$ cat src/rtl/wdt_pkg.sv
package wdt_pkg;
  localparam int PS_W      = 8;
  localparam int OFS_CTRL  = 0;
  localparam int OFS_LO    = 4;
  localparam int OFS_HI    = 8;
  localparam int WIN_BYTES = 16;
  localparam logic [1:0] MODE_HWTRIG = 2'd3;
  localparam logic [3:0] TRIG_PREV   = 4'd5;
endpackage

$ cat src/rtl/wdt_counter.sv
module wdt_counter
  import wdt_pkg::*;
#(
  parameter int CNT_W  = 64,
  parameter int DATA_W = 32
) (
  input  logic              clk,
  input  logic              rst,
  input  logic              wr_ctrl,
  input  logic              wr_lo,
  input  logic              wr_hi,
  input  logic [DATA_W-1:0] wdata,
  input  logic              trig_in,
  output logic [DATA_W-1:0] ctrl_rd,
  output logic [CNT_W-1:0]  reload_o,
  output logic              end_o,
  output logic              en_o
);
  localparam int HI_W = CNT_W - DATA_W;

  logic             en, en_q, active, end_q;
  logic [1:0]       mode;
  logic [3:0]       trig_sel;
  logic [PS_W-1:0]  ps, pre, ps_eff;
  logic [CNT_W-1:0] reload, cnt;
  logic             trig_hit, start;

  assign ps_eff   = (ps < PS_W'(2)) ? PS_W'(2) : ps;
  assign trig_hit = (trig_sel == TRIG_PREV) && trig_in;
  assign start    = en && ((mode != MODE_HWTRIG && !en_q) ||
                           (mode == MODE_HWTRIG && trig_hit));

  always_ff @(posedge clk) begin
    if (rst) begin
      en <= 1'b0; en_q <= 1'b0; active <= 1'b0; end_q <= 1'b0;
      mode <= '0; trig_sel <= '0; ps <= '0; pre <= '0;
      reload <= '0; cnt <= '0;
    end else begin
      en_q  <= en;
      end_q <= 1'b0;
      if (wr_ctrl) begin
        en       <= wdata[0];
        mode     <= wdata[3:2];
        trig_sel <= wdata[7:4];
        ps       <= wdata[15:8];
      end
      if (wr_lo) reload[DATA_W-1:0] <= wdata;
      if (wr_hi) reload[CNT_W-1:DATA_W] <= wdata[HI_W-1:0];
      if (!en) begin
        active <= 1'b0;
      end else if (start) begin
        if (reload == '0) begin
          end_q  <= 1'b1;
          active <= 1'b0;
        end else begin
          cnt    <= reload;
          pre    <= '0;
          active <= 1'b1;
        end
      end else if (active) begin
        if (pre == PS_W'(ps_eff - PS_W'(1))) begin
          pre <= '0;
          if (cnt == CNT_W'(1)) begin
            cnt    <= '0;
            active <= 1'b0;
            end_q  <= 1'b1;
          end else begin
            cnt <= cnt - CNT_W'(1);
          end
        end else begin
          pre <= pre + PS_W'(1);
        end
      end
    end
  end

  assign ctrl_rd  = {{(DATA_W-16){1'b0}}, ps, trig_sel, mode, active, en};
  assign reload_o = reload;
  assign end_o    = end_q;
  assign en_o     = en;
endmodule

$ cat src/rtl/wdt_rstgen.sv
module wdt_rstgen #(
  parameter int NUM_CNT = 2
) (
  input  logic               clk,
  input  logic               rst,
  input  logic               sel_wr,
  input  logic [NUM_CNT-1:0] sel_wdata,
  input  logic [NUM_CNT-1:0] cnt_end,
  input  logic [NUM_CNT-1:0] cnt_en,
  output logic [NUM_CNT-1:0] sel_o,
  output logic               rst_o,
  output logic               flag_o
);
  logic fire;
  assign fire = |(cnt_end & sel_o & cnt_en);

  always_ff @(posedge clk) begin
    if (rst) begin
      sel_o  <= '0;
      rst_o  <= 1'b0;
      flag_o <= 1'b0;
    end else begin
      rst_o <= fire;
      if (sel_wr) sel_o <= sel_wdata;
      if (fire) flag_o <= 1'b1;
      else if (sel_wr) flag_o <= 1'b0;
    end
  end
endmodule

$ cat src/rtl/chained_wdt.sv
module chained_wdt
  import wdt_pkg::*;
#(
  parameter int NUM_CNT  = 2,
  parameter int CNT_W    = 64,
  parameter int DATA_W   = 32,
  parameter int ADDR_W   = 8,
  parameter int SEL_ADDR = 'h80
) (
  input  logic               clk,
  input  logic               rst,
  input  logic               bus_wr,
  input  logic               bus_rd,
  input  logic [ADDR_W-1:0]  bus_addr,
  input  logic [DATA_W-1:0]  bus_wdata,
  output logic [DATA_W-1:0]  bus_rdata,
  output logic [NUM_CNT-1:0] cnt_end_o,
  output logic               wdt_rst_o,
  output logic               wdt_flag_o
);
  localparam int HI_W = CNT_W - DATA_W;

  logic [DATA_W-1:0]  ctrl_rd [NUM_CNT];
  logic [CNT_W-1:0]   reload  [NUM_CNT];
  logic [NUM_CNT-1:0] cnt_end, cnt_en, trig, sel_q;
  logic [DATA_W-1:0]  rd_mux;
  logic               sel_wr;

  for (genvar i = 0; i < NUM_CNT; i++) begin : g_cnt
    localparam logic [ADDR_W-1:0] BASE = ADDR_W'(i * WIN_BYTES);
    if (i == 0) begin : g_first
      assign trig[i] = 1'b0;
    end else begin : g_chain
      assign trig[i] = cnt_end[i-1];
    end
    wdt_counter #(.CNT_W(CNT_W), .DATA_W(DATA_W)) u_cnt (
      .clk     (clk),
      .rst     (rst),
      .wr_ctrl (bus_wr && bus_addr == BASE + ADDR_W'(OFS_CTRL)),
      .wr_lo   (bus_wr && bus_addr == BASE + ADDR_W'(OFS_LO)),
      .wr_hi   (bus_wr && bus_addr == BASE + ADDR_W'(OFS_HI)),
      .wdata   (bus_wdata),
      .trig_in (trig[i]),
      .ctrl_rd (ctrl_rd[i]),
      .reload_o(reload[i]),
      .end_o   (cnt_end[i]),
      .en_o    (cnt_en[i])
    );
  end

  assign sel_wr = bus_wr && bus_addr == ADDR_W'(SEL_ADDR);

  wdt_rstgen #(.NUM_CNT(NUM_CNT)) u_rst (
    .clk      (clk),
    .rst      (rst),
    .sel_wr   (sel_wr),
    .sel_wdata(bus_wdata[NUM_CNT-1:0]),
    .cnt_end  (cnt_end),
    .cnt_en   (cnt_en),
    .sel_o    (sel_q),
    .rst_o    (wdt_rst_o),
    .flag_o   (wdt_flag_o)
  );

  always_comb begin
    rd_mux = '0;
    if (bus_addr == ADDR_W'(SEL_ADDR)) rd_mux = DATA_W'(sel_q);
    for (int i = 0; i < NUM_CNT; i++) begin
      if (bus_addr == ADDR_W'(i * WIN_BYTES + OFS_CTRL)) rd_mux = ctrl_rd[i];
      if (bus_addr == ADDR_W'(i * WIN_BYTES + OFS_LO))   rd_mux = reload[i][DATA_W-1:0];
      if (bus_addr == ADDR_W'(i * WIN_BYTES + OFS_HI))   rd_mux = DATA_W'(reload[i][CNT_W-1:DATA_W]);
    end
  end

  always_ff @(posedge clk) begin
    if (rst) bus_rdata <= '0;
    else if (bus_rd) bus_rdata <= rd_mux;
  end

  assign cnt_end_o = cnt_end;
endmodule

$ cat config.mk
export PLATFORM = sky130hd
export DESIGN_NAME = chained_wdt
export DESIGN_NICKNAME = d
export VERILOG_FILES = /design/src/rtl/wdt_pkg.sv /design/src/rtl/wdt_counter.sv /design/src/rtl/wdt_rstgen.sv /design/src/rtl/chained_wdt.sv
export SDC_FILE = /design/constraint.sdc
export NUM_CORES = 1
export LEC_CHECK = 0
export ABC_AREA = 0
export BUFFER_PORTS_ARGS = -buffer_cell sky130_fd_sc_hd__buf_2
export CAP_MARGIN = 20
export CORE_MARGIN = 2
export CORE_UTILIZATION = 50
export DETAILED_ROUTE_END_ITERATION = 8
export PLACE_DENSITY = 0.77
export RECOVER_POWER = 100
export SETUP_SLACK_MARGIN = 0.3
export SLEW_MARGIN = 20
export SYNTH_ARGS = -nofsm -noshare
export SYNTH_HDL_FRONTEND = slang
export SYNTH_HIERARCHICAL = 1
export SYNTH_SLANG_ARGS = --single-unit
$ cat constraint.sdc
create_clock -name clk -period 10.75 [get_ports clk]
set_clock_uncertainty 0.2 [all_clocks]
set_input_delay 2.15 -clock clk [delete_from_list [all_inputs] [get_ports clk]]
set_output_delay 2.15 -clock clk [all_outputs]
set_load 0.01 [all_outputs]
==> reports/qor_table.md <==
| Parameter | Value |
|---|---|
| Status | complete, but fails checks |
| Failing checks | max-capacitance violations, max-slew violations |
| H-Tree Level Count | 2 |
| Post-route minimum period | 7.248 ns |
| Ratio of cells with drive above 1 in the final layout | 7.404% |
| Startpoint of the lowest-slack register-to-register path | g_cnt[0].u_cnt/ps[3] |
| Synthesis Warnings | 6 |
| Chip width | 198.2 um |
| Number of distinct library cells after synthesis | 86 |
| Number of remaining DRC errors | 0 |
| End point of the most critical hold path | bus_rdata[17] |
| Max-cap viol count | 7 |
| Clk root buf | clkbuf_16 |
| Largest family of logic cells by synthesized area | compound AO/OA/AOI/OAI gates |
| Depth of the worst register-to-register path | 11 |
| Post-synthesis share of cell area spent on and, or, nand and nor gates | 21.96% |
| Post-Synthesis Mean Instance Area | 8.003 um^2 |
| Total of cells resized after clock tree synthesis | 0 |
| Via Count | 19290 |
| Signal arrival time at the worst endpoint | 7.46 ns |
| Detail Route Antenna Nets | 0 |
| Clock-pin slew on the worst setup and hold paths | 0.06 ns |
| Final setup violation count | 0 |
| Post-detailed-placement half-perimeter wirelength | 45820 um |
| Clock network latency to the later pin of the worst-skew pair | 0.55 ns |
| CP Launch Type | primary input |
| Part of the Yosys area used for sequential elements | 36.53% |
| GPL Wtd Cong | 0.9501 |
| Drt total wl | 67150 um |
| Number of DRC markers in iteration 0 | 2814 |
| Wire length of the first global-routing pass | 102100 um |
| Worst vdd ir | 97.14 uV |
| Area growth syn-to-layout | 9.105% |
| Predominant post-synthesis flop cell | dfxtp_1 |
| Share of synthesized area spent on multiplexers | 9.238% |
| Utilization after layout | 55.00% |
| Achievable frequency | 0.1380 GHz |
| TritonCTS Buffers | 39 |
| Core area | 37400 um^2 |
| Worst reg2reg setup slack | 3.76 ns |
| Launching instance or port of the critical path | bus_addr[3] |
| Number of hold violations in the final report | 0 |
| Number of global-route vias before repair | 17330 |
| Class of the most critical hold timing path | register to register |
| Count of pins over their slew limit | 346 |
| Largest net degree at the start of global routing | 96 |
| Number of I/O pins | 80 |
| Sort of element at the end of the critical path | register |
| Vias per Instance | 6.736 |
| Number of optimization iterations in the first detailed-route pass | 8 |
| Relative slew margins | -186.9% |
| # hold bufs at CTS | 0 |
| Row count | 71 |
| Slew @ Worst Pin | 4.304 ns |
| Post-detailed-route wirelength per cell | 23.45 um |
| Final worst path period share | 67.42% |
| Final total negative setup slack | 0 ns |
| Unrepaired setup endpoints after global routing | no |
| Hold Path Origin | bus_rdata[17] |
| CTS tree | yes |
| # nets final | 2374 |
| Lkg Pwr | 7.281 nW |
| Worst setup path category | primary input to register |
| Critical Path RT | 10.96 ns |
| Number of buffers inserted by port buffering | 79 |
| Area fraction in compound gates after synthesis | 23.86% |
| Count of clock tree sinks | 344 |
| Number of cells produced by synthesis | 2356 |
| Placed instance count | 2790 |
| Fraction of registers with async set or reset after synthesis | 0% |
| Deepest clock path buffer count | 3 |
| Die area | 39280 um^2 |
| Post-CTS Setup Repair Bufs | 0 |
| Area taken by flip-flops and latches | 6888 um^2 |
| Arithmetic-cell share of the synthesized area counting full adders, half adders and majority gates | 0.5309% |
| Terminus of the critical flop-to-flop path | g_cnt[0].u_cnt/cnt[7] |
| Xor/xnor share of the synthesized area | 1.858% |
| Initial core utilization | 50.41% |
| GRT Residual Overflow | 0 |
| #FFs+latches synth | 344 |
| Max Fanout on Critical Path | 33 |
| Die span in y | 198.2 um |
| Number of cells on the worst hold path | 2 |
| Post-Syn Area | 18850 um^2 |
| Number of enable-type register cells in the synthesized netlist | 0 |
| Area of the multi-input gates | 10960 um^2 |
| Antenna violations before repair | 2 |
| Pwr dens | 139.2 nW/um^2 |
| Fill count | 3436 |
| All-Layer GR Usage | 33.36% |
| Non-filler cells, final | 2863 |
Yosys cell counts (all sizes together) (9+ instances only):
master	count	share of area, %
a211oi	16	0.66
a21o	9	0.36
a21oi	164	4.4
a221oi	11	0.51
a22o	11	0.51
a22oi	33	1.3
a32o	32	1.7
a32oi	12	0.56
and2	9	0.30
and3	13	0.43
buf	103	3.2
clkbuf	114	2.3
dfxtp	344	37
inv	23	0.46
mux2i	174	9.2
nand2	164	3.3
nand2b	14	0.46
nand3	42	1.1
nand4	32	1.1
nor2	278	5.6
nor2b	11	0.37
nor3	108	2.9
nor4	85	3.0
o211ai	38	1.5
o21ai	231	6.1
o22ai	29	0.96
o31ai	59	2.5
o41ai	13	0.60
or2	14	0.46
or3	21	0.72
or4	18	0.74
xnor2	22	1.0
xor2	18	0.84
through the flow:
stage	worst slack (ns)	total power (W)	instance area [um^2]	hold WS, ns
floorplan	6.449	0.001378	18970	0.2434
global placement	5.126	0.001419	19250	0.2350
detailed placement	4.996	0.001420	19260	0.2382
CTS	5.529	0.002859	20650	0.2461
global route	3.308	0.002923	20570	0.2815
finish	3.502	0.002864	20570	0.2498
logic make-up after synthesis:
group                    Yosys count
adder cells (fa/ha/maj)            8
other                              3
multiplexers                     174
flip-flops                       344
buffers and inverters            242
AND/OR/NAND/NOR                  841
AO/OA/AOI/OAI                    704
XOR/XNOR                          40
layout make-up:
| type | instances | share of cell area, % |
|---|---|---|
| flip-flops and latches | 344 | 33.48 |
| inverters | 25 | 0.4562 |
| well taps | 511 | 3.108 |
| clock buffers | 58 | 5.638 |
| multi-input cells | 1800 | 53.28 |
| diodes | 2 | 0.02433 |
| repair buffers | 112 | 2.895 |
| clock inverters | 11 | 1.119 |
critical path, cell delays in order:
cell      delay (ns)
clkbuf_1        0.95
nor4b_1         0.34
clkbuf_1        1.15
nand3_1         0.91
nor2_1          1.31
buf_12          0.29
mux2i_1         0.26
nor2_1          0.06
registers in the layout (all words and copies together) (netlist names):
name	count
g_cnt.u_cnt/cnt	128
g_cnt.u_cnt/reload_o	128
bus_rdata	32
g_cnt.u_cnt/pre	16
g_cnt.u_cnt/ps	16
g_cnt.u_cnt/trig_sel	8
g_cnt.u_cnt/mode	4
g_cnt.u_cnt/active	2
g_cnt.u_cnt/en_o	2
g_cnt.u_cnt/en_q	2
g_cnt.u_cnt/end_o	2
u_rst/sel_o	2
u_rst/flag_o	1
u_rst/rst_o	1
layer usage:
layer,GRT usage [%],up-vias,part of all wire (%)
li1,-,8617,-
met1,47.32,9204,42
met2,49.76,1245,43
met3,5.570,219,11
met4,14.40,0,4.6
met5,0,-,0
placed cells by master, fill, tap and decap left out, types with 24 or more instances in the layout:
cell type / Yosys / layout
clkbuf_1: 114 / 54
o21ai_0: 199 / 225
o22ai_1: 29 / 29
o211ai_1: 38 / 38
buf_4: 39 / 24
a22oi_1: 33 / 33
a21oi_1: 163 / 163
a32o_1: 32 / 32
nand3_1: 42 / 42
nand2_1: 162 / 162
nor2_1: 276 / 274
conb_1: 3 / 33
nand4_1: 32 / 32
nor4_1: 82 / 82
buf_2: 39 / 41
o31ai_1: 55 / 55
mux2i_1: 174 / 174
dfxtp_1: 344 / 343
clkbuf_16: 0 / 41
nor3_1: 106 / 105
power breakdown:
group	internal, W	total [W]	switching [W]	leakage (nW)
Sequential	0.00128	0.00128	0.00000170	2.77
Combinational	0.0000252	0.000118	0.0000933	3.83
Clock	0.000913	0.00147	0.000555	0.682
worst max path at each step:
| stage | to | slack [ns] |
|---|---|---|
| after floorplan | g_cnt[0].u_cnt/reload_o[45] | 6.45 |
| after global placement | g_cnt[1].u_cnt/reload_o[33] | 5.13 |
| after detailed placement | g_cnt[1].u_cnt/reload_o[55] | 5.00 |
| after CTS | g_cnt[1].u_cnt/reload_o[53] | 5.53 |
| after global routing | g_cnt[1].u_cnt/reload_o[55] | 3.31 |
| final | g_cnt[1].u_cnt/reload_o[53] | 3.50 |
No activity file was read; power rests on OpenSTA's default activity.
